<file path="src/rtl/adcpm_pkg.sv">
// Shared types for the serial converter front end.
package adcpm_pkg;

    // Power states; the encoding is visible on the top-level port.
    typedef enum logic [1:0] {
        PM_ACTIVE = 2'd0,
        PM_NAP    = 2'd1,
        PM_SLEEP  = 2'd2
    } pm_mode_e;

endpackage

</file>
<file path="src/rtl/adcpm_edge.sv">
// Rise/fall detector for a group of host levels.
// Assumes the inputs are already synchronous to sys_clk. Each output pulse
// lasts one cycle: the cycle in which the new level is first seen.
module adcpm_edge #(
    parameter int N = 2
) (
    input  logic         sys_clk,
    input  logic         rst_n,
    input  logic [N-1:0] lvl,
    output logic [N-1:0] rise,
    output logic [N-1:0] fall
);

    logic [N-1:0] prev_q;

    // Keep last cycle's level of every input.
    always_ff @(posedge sys_clk) begin
        if (!rst_n) prev_q <= '0;
        else        prev_q <= lvl;
    end

    for (genvar i = 0; i < N; i++) begin : g_bit
        // Compare the current level with the stored one, one input at a time.
        assign rise[i] = lvl[i] & ~prev_q[i];
        assign fall[i] = ~lvl[i] & prev_q[i];
    end

endmodule

</file>
<file path="src/rtl/adcpm_power.sv">
// Power-state controller.
// Counts strobe falls seen while the serial clock is low. At the NAP_PULSES
// count it commands nap, and at SLEEP_PULSES it commands sleep. A serial clock
// rise clears the count and starts the wake timer. Waking from sleep shows nap
// until the settling count expires. Assumes NAP_WAKE_CYC, REF_SETTLE_CYC >= 1.
module adcpm_power
    import adcpm_pkg::*;
#(
    parameter int NAP_WAKE_CYC   = 35,
    parameter int REF_SETTLE_CYC = 250000,
    parameter int NAP_PULSES     = 2,
    parameter int SLEEP_PULSES   = 4
) (
    input  logic     sys_clk,
    input  logic     rst_n,
    input  logic     clk_lvl,
    input  logic     clk_rise,
    input  logic     conv_fall,
    output pm_mode_e mode,
    output logic     pd_cmd
);

    localparam int WAKE_MAX = (NAP_WAKE_CYC > REF_SETTLE_CYC) ? NAP_WAKE_CYC : REF_SETTLE_CYC;
    localparam int TW       = $clog2(WAKE_MAX + 1);
    localparam int PCW      = $clog2(SLEEP_PULSES + 2);
    localparam logic [PCW-1:0] PC_MAX    = {PCW{1'b1}};
    localparam logic [PCW-1:0] PC_NAP    = PCW'(NAP_PULSES);
    localparam logic [PCW-1:0] PC_SLEEP  = PCW'(SLEEP_PULSES);
    localparam logic [TW-1:0]  NAP_LOAD  = TW'(NAP_WAKE_CYC - 1);
    localparam logic [TW-1:0]  REF_LOAD  = TW'(REF_SETTLE_CYC - 1);

    logic [PCW-1:0] pcnt_q, pcnt_nx;
    logic [TW-1:0]  wcnt_q;
    logic           waking_q;
    logic           pulse_seen, cmd_nap, cmd_sleep;

    // Decode the power command that the current strobe fall would complete.
    always_comb begin
        pulse_seen = conv_fall && !clk_lvl;
        pcnt_nx    = (pcnt_q == PC_MAX) ? pcnt_q : pcnt_q + 1'b1;
        cmd_nap    = pulse_seen && (pcnt_nx == PC_NAP);
        cmd_sleep  = pulse_seen && (pcnt_nx == PC_SLEEP);
        pd_cmd     = cmd_nap || cmd_sleep;
    end

    // Pulse counter: cleared by a serial clock rise, bumped by low-clock pulses.
    always_ff @(posedge sys_clk) begin
        if (!rst_n)          pcnt_q <= '0;
        else if (clk_rise)   pcnt_q <= '0;
        else if (pulse_seen) pcnt_q <= pcnt_nx;
    end

    // Mode register with the wake timer; a command overrides a wake in progress.
    always_ff @(posedge sys_clk) begin
        if (!rst_n) begin
            mode     <= PM_ACTIVE;
            waking_q <= 1'b0;
            wcnt_q   <= '0;
        end else if (cmd_sleep) begin
            mode     <= PM_SLEEP;
            waking_q <= 1'b0;
        end else if (cmd_nap) begin
            mode     <= PM_NAP;
            waking_q <= 1'b0;
        end else if (clk_rise && mode != PM_ACTIVE && !waking_q) begin
            waking_q <= 1'b1;
            wcnt_q   <= (mode == PM_SLEEP) ? REF_LOAD : NAP_LOAD;
            mode     <= PM_NAP;
        end else if (waking_q) begin
            if (wcnt_q == '0) begin
                mode     <= PM_ACTIVE;
                waking_q <= 1'b0;
            end else begin
                wcnt_q   <= wcnt_q - 1'b1;
            end
        end
    end

endmodule

</file>
<file path="src/rtl/adcpm_shifter.sv">
// Conversion frame engine.
// A strobe rise while idle captures the word: the ready flag followed by the
// sample when ready_in is high, or all zeros otherwise. Counted serial clock
// rises shift the word out MSB first. The first rise is not counted if it
// comes sooner than SETUP_CYC system cycles after the strobe. The frame ends
// after FRAME_CLKS counted rises. Assumes SETUP_CYC >= 1 and
// FRAME_CLKS > DATA_W + 1.
module adcpm_shifter #(
    parameter int DATA_W     = 12,
    parameter int FRAME_CLKS = 16,
    parameter int SETUP_CYC  = 4
) (
    input  logic              sys_clk,
    input  logic              rst_n,
    input  logic              conv_rise,
    input  logic              clk_rise,
    input  logic              abort,
    input  logic              ready_in,
    input  logic [DATA_W-1:0] sample,
    output logic              sdo,
    output logic              sdo_oe
);

    localparam int WORD_BITS = DATA_W + 1;
    localparam int BCW       = $clog2(FRAME_CLKS + 1);
    localparam int SCW       = $clog2(SETUP_CYC + 1);
    localparam logic [BCW-1:0] LAST_DATA = BCW'(WORD_BITS);
    localparam logic [BCW-1:0] LAST_CLK  = BCW'(FRAME_CLKS - 1);
    localparam logic [SCW-1:0] SETUP_LIM = SCW'(SETUP_CYC);

    logic                 busy_q, started_q;
    logic [SCW-1:0]       setup_q;
    logic [BCW-1:0]       bit_q;
    logic [WORD_BITS-1:0] word_q;

    // Frame sequencing: capture, setup check, shift, release, finish.
    always_ff @(posedge sys_clk) begin
        if (!rst_n) begin
            busy_q    <= 1'b0;
            started_q <= 1'b0;
            setup_q   <= '0;
            bit_q     <= '0;
            word_q    <= '0;
            sdo       <= 1'b0;
            sdo_oe    <= 1'b0;
        end else if (abort) begin
            busy_q    <= 1'b0;
            started_q <= 1'b0;
            sdo       <= 1'b0;
            sdo_oe    <= 1'b0;
        end else if (!busy_q) begin
            if (conv_rise) begin
                busy_q    <= 1'b1;
                started_q <= 1'b0;
                setup_q   <= SCW'(1);
                bit_q     <= '0;
                word_q    <= ready_in ? {1'b1, sample} : '0;
            end
        end else if (!started_q) begin
            if (setup_q != SETUP_LIM) setup_q <= setup_q + 1'b1;
            if (clk_rise && setup_q == SETUP_LIM) begin
                started_q <= 1'b1;
                bit_q     <= BCW'(1);
                sdo_oe    <= 1'b1;
                sdo       <= word_q[WORD_BITS-1];
                word_q    <= word_q << 1;
            end
        end else if (clk_rise) begin
            bit_q <= bit_q + 1'b1;
            if (bit_q < LAST_DATA) begin
                sdo    <= word_q[WORD_BITS-1];
                word_q <= word_q << 1;
            end else begin
                sdo    <= 1'b0;
                sdo_oe <= 1'b0;
            end
            if (bit_q == LAST_CLK) begin
                busy_q    <= 1'b0;
                started_q <= 1'b0;
            end
        end
    end

endmodule

</file>
<file path="src/rtl/adc_pwr_emu.sv">
// Top level of the serial converter front end.
// Ties the edge detector, the power controller and the frame engine together.
// Assumes adc_clk and conv_in change synchronously to sys_clk.
module adc_pwr_emu
    import adcpm_pkg::*;
#(
    parameter int DATA_W         = 12,
    parameter int FRAME_CLKS     = 16,
    parameter int SETUP_CYC      = 4,
    parameter int NAP_WAKE_CYC   = 35,
    parameter int REF_SETTLE_CYC = 250000
) (
    input  logic              sys_clk,
    input  logic              rst_n,
    input  logic              adc_clk,
    input  logic              conv_in,
    input  logic [DATA_W-1:0] sample_in,
    output logic              sdo,
    output logic              sdo_oe,
    output logic [1:0]        pwr_mode
);

    localparam int CONV_IDX = 0;
    localparam int CLK_IDX  = 1;

    logic [1:0] rise_w, fall_w;
    logic       clk_rise_w, conv_rise_w, conv_fall_w, abort_w;
    pm_mode_e   mode_w;

    adcpm_edge #(.N(2)) u_edge (
        .sys_clk (sys_clk),
        .rst_n   (rst_n),
        .lvl     ({adc_clk, conv_in}),
        .rise    (rise_w),
        .fall    (fall_w)
    );

    assign clk_rise_w  = rise_w[CLK_IDX];
    assign conv_rise_w = rise_w[CONV_IDX];
    assign conv_fall_w = fall_w[CONV_IDX];

    adcpm_power #(
        .NAP_WAKE_CYC   (NAP_WAKE_CYC),
        .REF_SETTLE_CYC (REF_SETTLE_CYC),
        .NAP_PULSES     (2),
        .SLEEP_PULSES   (4)
    ) u_power (
        .sys_clk   (sys_clk),
        .rst_n     (rst_n),
        .clk_lvl   (adc_clk),
        .clk_rise  (clk_rise_w),
        .conv_fall (conv_fall_w),
        .mode      (mode_w),
        .pd_cmd    (abort_w)
    );

    adcpm_shifter #(
        .DATA_W     (DATA_W),
        .FRAME_CLKS (FRAME_CLKS),
        .SETUP_CYC  (SETUP_CYC)
    ) u_shift (
        .sys_clk   (sys_clk),
        .rst_n     (rst_n),
        .conv_rise (conv_rise_w),
        .clk_rise  (clk_rise_w),
        .abort     (abort_w),
        .ready_in  (mode_w == PM_ACTIVE),
        .sample    (sample_in),
        .sdo       (sdo),
        .sdo_oe    (sdo_oe)
    );

    assign pwr_mode = mode_w;

endmodule

</file>
<file path="config.mk">
export PLATFORM = sky130hd
export DESIGN_NAME = adc_pwr_emu
export DESIGN_NICKNAME = d
export VERILOG_FILES = /design/src/rtl/adcpm_pkg.sv /design/src/rtl/adcpm_edge.sv /design/src/rtl/adcpm_power.sv /design/src/rtl/adcpm_shifter.sv /design/src/rtl/adc_pwr_emu.sv
export SDC_FILE = /design/constraint.sdc
export NUM_CORES = 1
export LEC_CHECK = 0
export BUFFER_PORTS_ARGS = -buffer_cell sky130_fd_sc_hd__clkbuf_2
export CORE_MARGIN = 2
export CORE_UTILIZATION = 65
export DETAILED_ROUTE_END_ITERATION = 12
export PLACE_DENSITY = 0.85
export SLEW_MARGIN = 20
export SYNTH_ARGS = -nofsm -noshare
export SYNTH_HDL_FRONTEND = slang
export SYNTH_SLANG_ARGS = --single-unit
</file>
<file path="constraint.sdc">
create_clock -name sys_clk -period 3.7 [get_ports sys_clk]
set_input_delay 0 -clock sys_clk [delete_from_list [all_inputs] [get_ports sys_clk]]
set_output_delay 0 -clock sys_clk [all_outputs]
set_load 0.02 [all_outputs]
</file>
==> results.ini, run 1 <==
[cts]
numCtsBuffers=5
cts_resized=0
cts_tree=yes
cts.sinks=51
clk_latency_ns=0.31
clkSlewWorstSetupHoldPaths_ns=0.10
cts.path.max_buffers=2
root_buffer=clkbuf_8
htreeDepth=2

[placed_design]
dp.cells=394
dp_slack_ns=0.9963
placed_area_um2=2935
gp_congestion=0.8631
io_buffers=19
dp_hpwl_um=4525

[sta]
drv_slew=0
hold_violations=0
fin_crit_ns=2.704
rsz0062_at_grt=no
timing.fmax_mhz=369.8
slew_headroom=0.3887
worst_pin_slew_ns=0.9169
fin_setup_tns_ns=0
min_period_over_period=0.7309
fin_ws_ns=0.9957
hold-worst-slack_ns=0.05829
finClkSkew_ns=0.007565
setup_viol=0

[routing]
routed_wl_um=6584
drtPass1Iterations=5
wl_per_cell_um=16.26
ant_nets=0
dr.first_iter.drc_count=224
drcViolationCount=0
viasPerCell=6.602
route.vias.total=2674

[die]
chipWidth_um=70.35
rows=24
die_area_um2=4949
die_y_um=70.35
num_io_pins=20
coreArea_um2=4294
initial_utilization=0.6664

[global_route]
grt_max_degree=51
grt_antenna_before_repair=0
grt_pass1_vias=2486
grt_pass1_wl_um=11560
grt_overflow=0
grt_usage=0.2833

[setup_path]
crit_arrival_ns=2.94
max_stage_delay_ns=0.62
cp-start-kind=register
path_buf_inv=0
cp_max_fo=19
cp-end-kind=register
critical_path.top_delay_family=simple AND/OR/NAND/NOR gates
required_ns=3.94
crit_chain=ha_1, and4bb_1, a211oi_2, nor2_2, a211o_1, mux2i_1
cp_slowest_cell=a211o_1
crit_type=register to register

[power]
pwr-share-comb=0.097
internal_power_uw=742.9
pwr_density_cell_nw_per_um2=329.7
fin_total_pwr_mw=1.008
ir_worst_vdd_mv=0.2087
p_switching_uw=265.4
p_seq_frac=0.573
leakage_nw=1.257
swShare=0.2632
clockPowerShare=0.330

[layout]
multiInputGateArea_um2=1694
synthToLayoutAreaGrowth_pct=6.865
layout.nets=374
postLayoutCellArea_um2=3058
fin_util=0.7121
antenna_cells=0
seq_area_um2=1021
instances_no_fill=405
fillers=344
drive_above_1_share=0.1360

[synthesis]
seq_area_frac_synth=0.3568
netlist.area_leader.share=0.3568
ys_warn_count=0
synth_area_leader_cell=dfxtp_1
synthCells=341
syn_nets=363
synth_edf_count=0
synth_area_um2=2861
synthTopCellsByArea=dfxtp_1 (36%), nand2_1 (5.2%), mux2i_1 (4.5%)
synth_seq_cells=51
async_flop_share=0
synthDistinctLibCells=59
syn_avg_cell_area_um2=8.391
synth_ff_type=dfxtp_1

[min_path]
hold_class=input port to register

[flow_run]
drv_cap=0

[status]
status=completed

-- power groups by stage --
| stage | logic [mW] | clock network, mW | registers (mW) |
|---|---|---|---|
| finish | 0.0975 | 0.333 | 0.578 |
| floorplan | 0.0783 | 0 | 0.584 |
| global placement | 0.0914 | 0 | 0.589 |
| global route | 0.108 | 0.361 | 0.580 |
| detailed placement | 0.0945 | 0 | 0.590 |
| CTS | 0.0974 | 0.337 | 0.577 |
-- registers in the layout, indices dropped and copies added (netlist names) --
name / cells
u_power.waking_q: 1
u_shift.sdo_oe: 1
u_power.wcnt_q: 18
u_shift.setup_q: 3
u_power.pcnt_q: 3
u_edge.prev_q: 2
u_shift.sdo: 1
u_power.mode: 2
u_shift.started_q: 1
u_shift.busy_q: 1
u_shift.word_q: 13
u_shift.bit_q: 5
-- synthesized netlist by cell type, drive strengths merged, types with 5 or more instances --
cell type	instances
or4	6
a211oi	5
a22o	11
a21o	6
clkbuf	15
a41oi	6
mux2i	13
o31ai	10
ha	6
and3	6
o221a	7
inv	10
nand3	19
nand2	40
nor2	22
o21ai	16
buf	6
a21oi	19
nor3	16
dfxtp	51
-- logic make-up (layout without fill, tap and decap cells) --
group           count (synthesis)  after routing  synth area share
simple gates                  137            137            0.2532
compound gates                 98             98            0.2519
flops                          51             51            0.3568
buf+inv                        31             43           0.05116
mux                            13             13           0.04547
fa+ha+maj                       6              6           0.02623
xor+xnor                        5              5           0.01531
-- final timing paths --
| check | start | to | slack (ns) | cells past startpoint |
|---|---|---|---|---|
| worst max-delay path | u_power.pcnt_q[0] | u_shift.word_q[10] | 1.0 | 6 |
| worst min-delay path | sample_in[11] | u_shift.word_q[11] | 0.06 | 4 |
| worst max register to register | u_power.pcnt_q[0] | u_shift.word_q[10] | 1.0 | 6 |
| worst min register to register | u_shift.word_q[2] | u_shift.word_q[2] | 0.47 | 2 |
-- routing by layer --
metal / global-route usage / up-vias / share of wire
met3: 0.04329 / 7 / 0.056
met2: 0.4350 / 92 / 0.48
li1: - / 1301 / -
met5: 0 / - / 0
met1: 0.4051 / 1274 / 0.45
met4: 0.09615 / 0 / 0.010
-- repair_timing --
action | in CTS | in global routing
hold buffers | 3 | 0
hold endpoints to repair | 3 | 0
buffers inserted | 0 | 0
-- layout make-up --
type / instances / share of cell area
Tap cell: 52 / 0.02128
Clock buffer: 5 / 0.02250
Timing Repair Buffer: 25 / 0.04828
Sequential cell: 51 / 0.3339
Inverter: 10 / 0.01227
Multi-Input combinational cell: 259 / 0.5540
Clock inverter: 3 / 0.007774
-- cells in the final DEF, fill, tap and decap left out, drive strengths merged, types with 2 or more instances in the layout --
cell	count
or4	6
nor2	22
o21ai	16
a41oi	6
dlygate4sd3	3
nand2	40
clkbuf	24
dfxtp	51
clkinvlp	2
inv	11
mux2i	13
and2	4
nor3	16
or2	2
or3	3
nand3	19
nand2b	4
a21o	6
and4bb	3
o31ai	10
and3b	2
nor2b	3
a22o	11
o311ai	3
xor2	3
xnor2	2
buf	3
and3	6
a211oi	5
o221a	7
nand4	2
a211o	2
ha	6
a21oi	19
nor4	2
-- tightest hold or removal path, delay by kind of cell --
kind	cells	cell delay, ns
and+or+nand+nor	1	0.04
AOI/OAI and AO/OA	1	0.10
muxes	1	0.10
buffers and inverters	1	0.08
No activity file was read; power rests on OpenSTA's default activity.
==> run 2: changes to the inputs <==
--- a/config.mk
+++ b/config.mk
@@ -7,9 +7,9 @@
 export LEC_CHECK = 0
 export BUFFER_PORTS_ARGS = -buffer_cell sky130_fd_sc_hd__clkbuf_2
 export CORE_MARGIN = 2
-export CORE_UTILIZATION = 65
+export CORE_UTILIZATION = 54
 export DETAILED_ROUTE_END_ITERATION = 12
-export PLACE_DENSITY = 0.85
+export PLACE_DENSITY = 0.75
 export SLEW_MARGIN = 20
 export SYNTH_ARGS = -nofsm -noshare
 export SYNTH_HDL_FRONTEND = slang
==> constraint.sdc (replaced) <==
create_clock -name sys_clk -period 2.34 [get_ports sys_clk]
set_input_delay 0 -clock sys_clk [delete_from_list [all_inputs] [get_ports sys_clk]]
set_output_delay 0 -clock sys_clk [all_outputs]
set_load 0.02 [all_outputs]
==> run 2 against run 1 <==
Effect of this change: clock power is 68% higher; hold slack lost 0.00094 ns; worst setup slack lost 0.88 ns; flip-flop and latch count stayed put; cell area is 5.4% higher; via count rose by 0.37%; total power increased by 63%; register-to-register slack got worse by 0.88 ns; fmax increased by 22%; utilization decreased by 8.1 points; first-iteration DRC count increased by 23%; count of clock-buffer cells in the layout up 3; largest cell class unchanged.
==> results.ini, run 2 (synthesized netlist as in run 1, its figures left out) <==
[layout]
final_common_cell=dfxtp_1
fillers=443  ; +29%
antenna_cells=0  ; unchanged
synthToLayoutAreaGrowth_pct=12.64
top_register=u_power.wcnt_q
top_regs=u_power.wcnt_q: 18 flops, u_shift.word_q: 13 flops, u_shift.bit_q: 5 flops
drive_above_1_share=0.1689  ; +0.03296
mostFrequentLayoutCells=dfxtp_1 (51), nand2_1 (40), nor2_1 (21)
largest_reg_flops=18  ; unchanged
postLayoutCellArea_um2=3223  ; +5.4%
layout.nets=388  ; +3.7%

[power]
leakage_nw=1.336  ; +6.3%
fin_total_pwr_mw=1.639  ; +63%
ir_worst_vdd_mv=0.3763  ; +80%
pwr_density_cell_nw_per_um2=508.4  ; +54%

[placed_design]
placed_area_um2=3053  ; +4.0%
gp_congestion=0.8915  ; +3.3%
io_buffers=19  ; unchanged
dp_hpwl_um=4647  ; +2.7%

[die]
die_y_um=76.80  ; +9.2%
num_io_pins=20  ; unchanged
coreArea_um2=5107  ; +19%
chipWidth_um=76.80  ; +9.2%
die_area_um2=5897  ; +19%
initial_utilization=0.5603  ; -0.1061
rows=26  ; +8.3%

[routing]
drcViolationCount=0  ; unchanged
route.vias.total=2684  ; +0.37%
viasPerCell=6.142  ; -7.0%
topRoutingLayerUsed=met4
wl_met3_um=471  ; +27%
ant_nets=0  ; unchanged
wl_met1_um=3110  ; +4.1%
dr.first_iter.drc_count=276  ; +23%
routed_wl_um=6895  ; +4.7%
drtPass1Iterations=5  ; unchanged
wl_per_cell_um=15.78  ; -2.9%
met2_length_um=3165  ; +0.32%

[setup_path]
cp-end-kind=register
required_ns=2.58  ; -1.36 ns
cp-start-kind=register
crit_arrival_ns=2.46  ; -0.48 ns
crit_type=register to register
cp_max_fo=9  ; -10

[sta]
drv_slew=0  ; unchanged
timing.fmax_mhz=450.2  ; +22%
finClkSkew_ns=0.004173  ; -0.003392 ns
worst_pin_slew_ns=0.5755  ; -0.3415 ns
fin_setup_tns_ns=0  ; unchanged
hold_violations=0  ; unchanged
slew_headroom=0.6163  ; +0.2276
rsz0062_at_grt=no
setup_viol=0  ; unchanged
min_period_over_period=0.9492  ; +0.2183
fin_crit_ns=2.221  ; -0.4831 ns

[global_route]
grt_pass1_vias=2381  ; -4.2%
grt_antenna_before_repair=0  ; unchanged
grt_overflow=0  ; unchanged
grt_max_degree=42  ; -18%
grt_pass1_wl_um=11430  ; -1.1%
grt_usage=0.2373  ; -0.04600

[cts]
cts.path.max_buffers=2  ; unchanged
htreeDepth=2  ; unchanged
cts_tree=yes
clk_latency_ns=0.31  ; about the same
numCtsBuffers=5  ; unchanged
cts.sinks=51  ; unchanged
root_buffer=clkbuf_8
clkSlewWorstSetupHoldPaths_ns=0.09  ; about the same

[flow_run]
drv_cap=0  ; unchanged

[min_path]
hold_class=input port to register

[status]
status=completed

run 2: per-stage QoR:
step / instances / hold WS [ns] / setup WS [ns] / util
after floorplan: 341 / 0.1217 / 0.3021 / -
after global placement: 423 / 0.2366 / 0.1602 / 0.5977
after detailed placement: 423 / 0.2522 / 0.07057 / 0.5977
after CTS: 434 / 0.05978 / 0.05021 / 0.6232
after global routing: 437 / 0.07526 / 0.004672 / 0.6311
final: 437 / 0.05735 / 0.1188 / 0.6311
run 2: metal layers:
| metal | GRT usage | vias up |
|---|---|---|
| li1 | - | 1323 |
| met1 | 0.3214 | 1235 |
| met2 | 0.3825 | 110 |
| met3 | 0.03647 | 16 |
| met4 | 0.08545 | 0 |
| met5 | 0 | - |
run 2: final timing paths:
path	from	endpoint	slack, ns	cells after the start
worst max-delay path	u_power.pcnt_q[1]	u_power.wcnt_q[6]	0.12	8
worst min-delay path	sample_in[5]	u_shift.word_q[5]	0.06	4
worst max register to register	u_power.pcnt_q[1]	u_power.wcnt_q[6]	0.12	8
worst min register to register	u_shift.word_q[0]	u_shift.word_q[0]	0.46	2
run 2: layout make-up:
| type | count | area (um2) | share of cell area |
|---|---|---|---|
| Clock buffer | 8 | 100.1 | 0.03106 |
| Inverter | 10 | 37.54 | 0.01165 |
| Multi-Input combinational cell | 259 | 1712 | 0.5311 |
| Sequential cell | 51 | 1021 | 0.3168 |
| Tap cell | 70 | 87.58 | 0.02717 |
| Timing Repair Buffer | 39 | 265.3 | 0.08230 |
run 2: critical path, stage by stage (launching register included):
cell and delay [ns]:
dfxtp_1 0.35, ha_4 0.30, and4bb_1 0.24, a211oi_2 0.25, buf_4 0.16, nor2_4 0.05, buf_4 0.17, or4_1 0.50
a21oi_1 0.14
run 2: timing repair:
action	4_1_cts	5_1_grt
setup buffers	0	3
setup endpoints to repair	0	14
hold buffers	3	0
resized for setup	0	2
endpoints found under the hold margin	3	0
run 2: report_power, final:
| group | total, mW | switching (mW) | leakage, nW | internal [mW] |
|---|---|---|---|---|
| clock network | 0.558 | 0.288 | 0.0515 | 0.270 |
| logic | 0.170 | 0.0925 | 0.871 | 0.0774 |
| registers | 0.911 | 0.0190 | 0.414 | 0.892 |
==> run 3: changes to the inputs <==
--- a/config.mk
+++ b/config.mk
@@ -6,10 +6,13 @@
 export NUM_CORES = 1
 export LEC_CHECK = 0
 export BUFFER_PORTS_ARGS = -buffer_cell sky130_fd_sc_hd__clkbuf_2
+export CORE_ASPECT_RATIO = 0.6
 export CORE_MARGIN = 2
 export CORE_UTILIZATION = 54
 export DETAILED_ROUTE_END_ITERATION = 12
 export PLACE_DENSITY = 0.75
+export REMOVE_ABC_BUFFERS = 1
+export SKIP_CTS_REPAIR_TIMING = 1
 export SLEW_MARGIN = 20
 export SYNTH_ARGS = -nofsm -noshare
 export SYNTH_HDL_FRONTEND = slang
==> run 3 against run 2 <==
Effect of this change: total power up 9.3%; critical endpoint is now u_power.wcnt_q[4]; critical path depth down 1; via count up 2.5%; sequential power about the same; register-to-register slack better by 0.03 ns; count of clock-buffer cells in the layout down 2; non-clock buffer count down 7; sequential share of layout area up 0.34 points.
==> results.ini, run 3 (synthesized netlist as in run 1, its figures left out) <==
[status]
status=completed

[min_path]
hold_class=input port to register
whs_path_depth=4  ; unchanged

[power]
pwr_density_cell_nw_per_um2=561.6  ; +10%
leakage_nw=1.315  ; -1.6%
fin_total_pwr_mw=1.791  ; +9.3%
ir_worst_vdd_mv=0.3936  ; +4.6%

[layout]
top_regs=u_power.wcnt_q: 18 flops, u_shift.word_q: 13 flops, u_shift.bit_q: 5 flops
drive_above_1_share=0.1556  ; -0.01338
largest_reg_flops=18  ; unchanged
fin_util=0.6278  ; -0.003230
top_register=u_power.wcnt_q
mostFrequentLayoutCells=dfxtp_1 (51), nand2_1 (40), nor2_1 (21)
synthToLayoutAreaGrowth_pct=11.46
instances_no_fill=426  ; -2.5%
final_common_cell=dfxtp_1
fillers=439  ; -0.90%
antenna_cells=0  ; unchanged
layout.nets=381  ; -1.8%

[setup_path]
required_ns=2.57  ; about the same
cp_slowest_cell=or4_1
crit_arrival_ns=2.42  ; -0.04 ns
r2r_cells=7  ; -1
cp_max_fo=16  ; +7
crit_type=register to register
max_stage_delay_ns=0.50  ; about the same
crit_chain=ha_4, and4bb_1, a211oi_4, nor2_2, buf_4, or4_1, a21oi_1
cp-end-kind=register
cp-start-kind=register

[sta]
rsz0062_at_grt=no
finClkSkew_ns=0.009160  ; +0.004988 ns
slew_headroom=0.5530  ; -0.06339
drv_slew=0  ; unchanged
worst_pin_slew_ns=0.6706  ; +0.09509 ns
fin_ws_ns=0.1465  ; +0.02767 ns
hold_violations=0  ; unchanged
min_period_over_period=0.9374  ; -0.01183
timing.fmax_mhz=455.9  ; +1.3%
fin_crit_ns=2.193  ; -0.02767 ns
fin_setup_tns_ns=0  ; unchanged
setup_viol=0  ; unchanged

[flow_run]
drv_cap=0  ; unchanged

[placed_design]
dp_hpwl_um=4864  ; +4.7%
dp_slack_ns=0.06347  ; -0.007097 ns
dp.cells=415  ; -1.9%
gp_congestion=0.8826  ; -1.0%
io_buffers=19  ; unchanged

[die]
coreArea_um2=5080  ; -0.54%
die_area_um2=5916  ; +0.32%
initial_utilization=0.5633  ; +0.003036
rows=20  ; -23%
die_y_um=60.39  ; -21%
chipWidth_um=97.98  ; +28%
num_io_pins=20  ; unchanged

[global_route]
grt_overflow=0  ; unchanged
grt_pass1_vias=2420  ; +1.6%
grt_usage=0.2438  ; +0.006521
grt_antenna_before_repair=0  ; unchanged
grt_pass1_wl_um=11490  ; +0.48%
grt_max_degree=49  ; +17%

[routing]
drtPass1Iterations=5  ; unchanged
routed_wl_um=6992  ; +1.4%
dr.first_iter.drc_count=300  ; +8.7%
ant_nets=0  ; unchanged
viasPerCell=6.455  ; +5.1%
drcViolationCount=0  ; unchanged
route.vias.total=2750  ; +2.5%
wl_per_cell_um=16.41  ; +4.0%

[cts]
cts.sinks=51  ; unchanged
cts.path.max_buffers=2  ; unchanged
clk_latency_ns=0.30  ; about the same
htreeDepth=2  ; unchanged
clkSlewWorstSetupHoldPaths_ns=0.09  ; about the same
numCtsBuffers=5  ; unchanged
root_buffer=clkbuf_8
cts_tree=yes

-- run 3: final cells by class --
class,count,area [um2],area share
Multi-Input combinational cell,259,1715,0.5379
Timing Repair Buffer,32,200.2,0.06277
Clock buffer,6,72.57,0.02275
Sequential cell,51,1021,0.3201
Inverter,10,37.54,0.01177
Tap cell,66,82.58,0.02589
Clock inverter,2,60.06,0.01883
-- run 3: power breakdown --
part	internal, mW	leakage (nW)	switching [mW]
Clock	0.427	0.0654	0.289
Combinational	0.0712	0.836	0.0943
Sequential	0.892	0.414	0.0172
Total	1.39	1.32	0.401
-- run 3: worst paths after layout --
| kind | slack (ns) | to | from |
|---|---|---|---|
| setup / recovery | 0.15 | u_power.wcnt_q[4] | u_power.pcnt_q[0] |
| hold / removal | 0.06 | u_shift.word_q[8] | sample_in[8] |
| setup reg to reg | 0.15 | u_power.wcnt_q[4] | u_power.pcnt_q[0] |
| hold reg to reg | 0.46 | u_shift.word_q[8] | u_shift.word_q[8] |
-- run 3: per-layer routing --
layer | global-route usage | vias to the layer above | part of all wire
met1 | 0.3662 | 1271 | 0.48
met3 | 0.07488 | 6 | 0.12
met5 | 0 | - | 0
met2 | 0.3356 | 162 | 0.40
met4 | 0.07143 | 0 | 0.0063
li1 | - | 1311 | -
-- run 3: metrics by stage --
step / area (um2) / hold slack (ns)
2_1_floorplan: 2753 / 0.1217
3_3_place_gp: 3005 / 0.2424
3_5_place_dp: 3005 / 0.2571
4_1_cts: 3138 / -0.07203
5_1_grt: 3189 / 0.09211
6_report: 3189 / 0.06292
-- run 3: critical path: cells and delay by family (launching register included) --
family                   cells  cell delay, ns
buffers and inverters        1            0.20
AND/OR/NAND/NOR              3            0.84
adder cells (fa/ha/maj)      1            0.32
flip-flops                   1            0.39
AO/OA/AOI/OAI                2            0.38
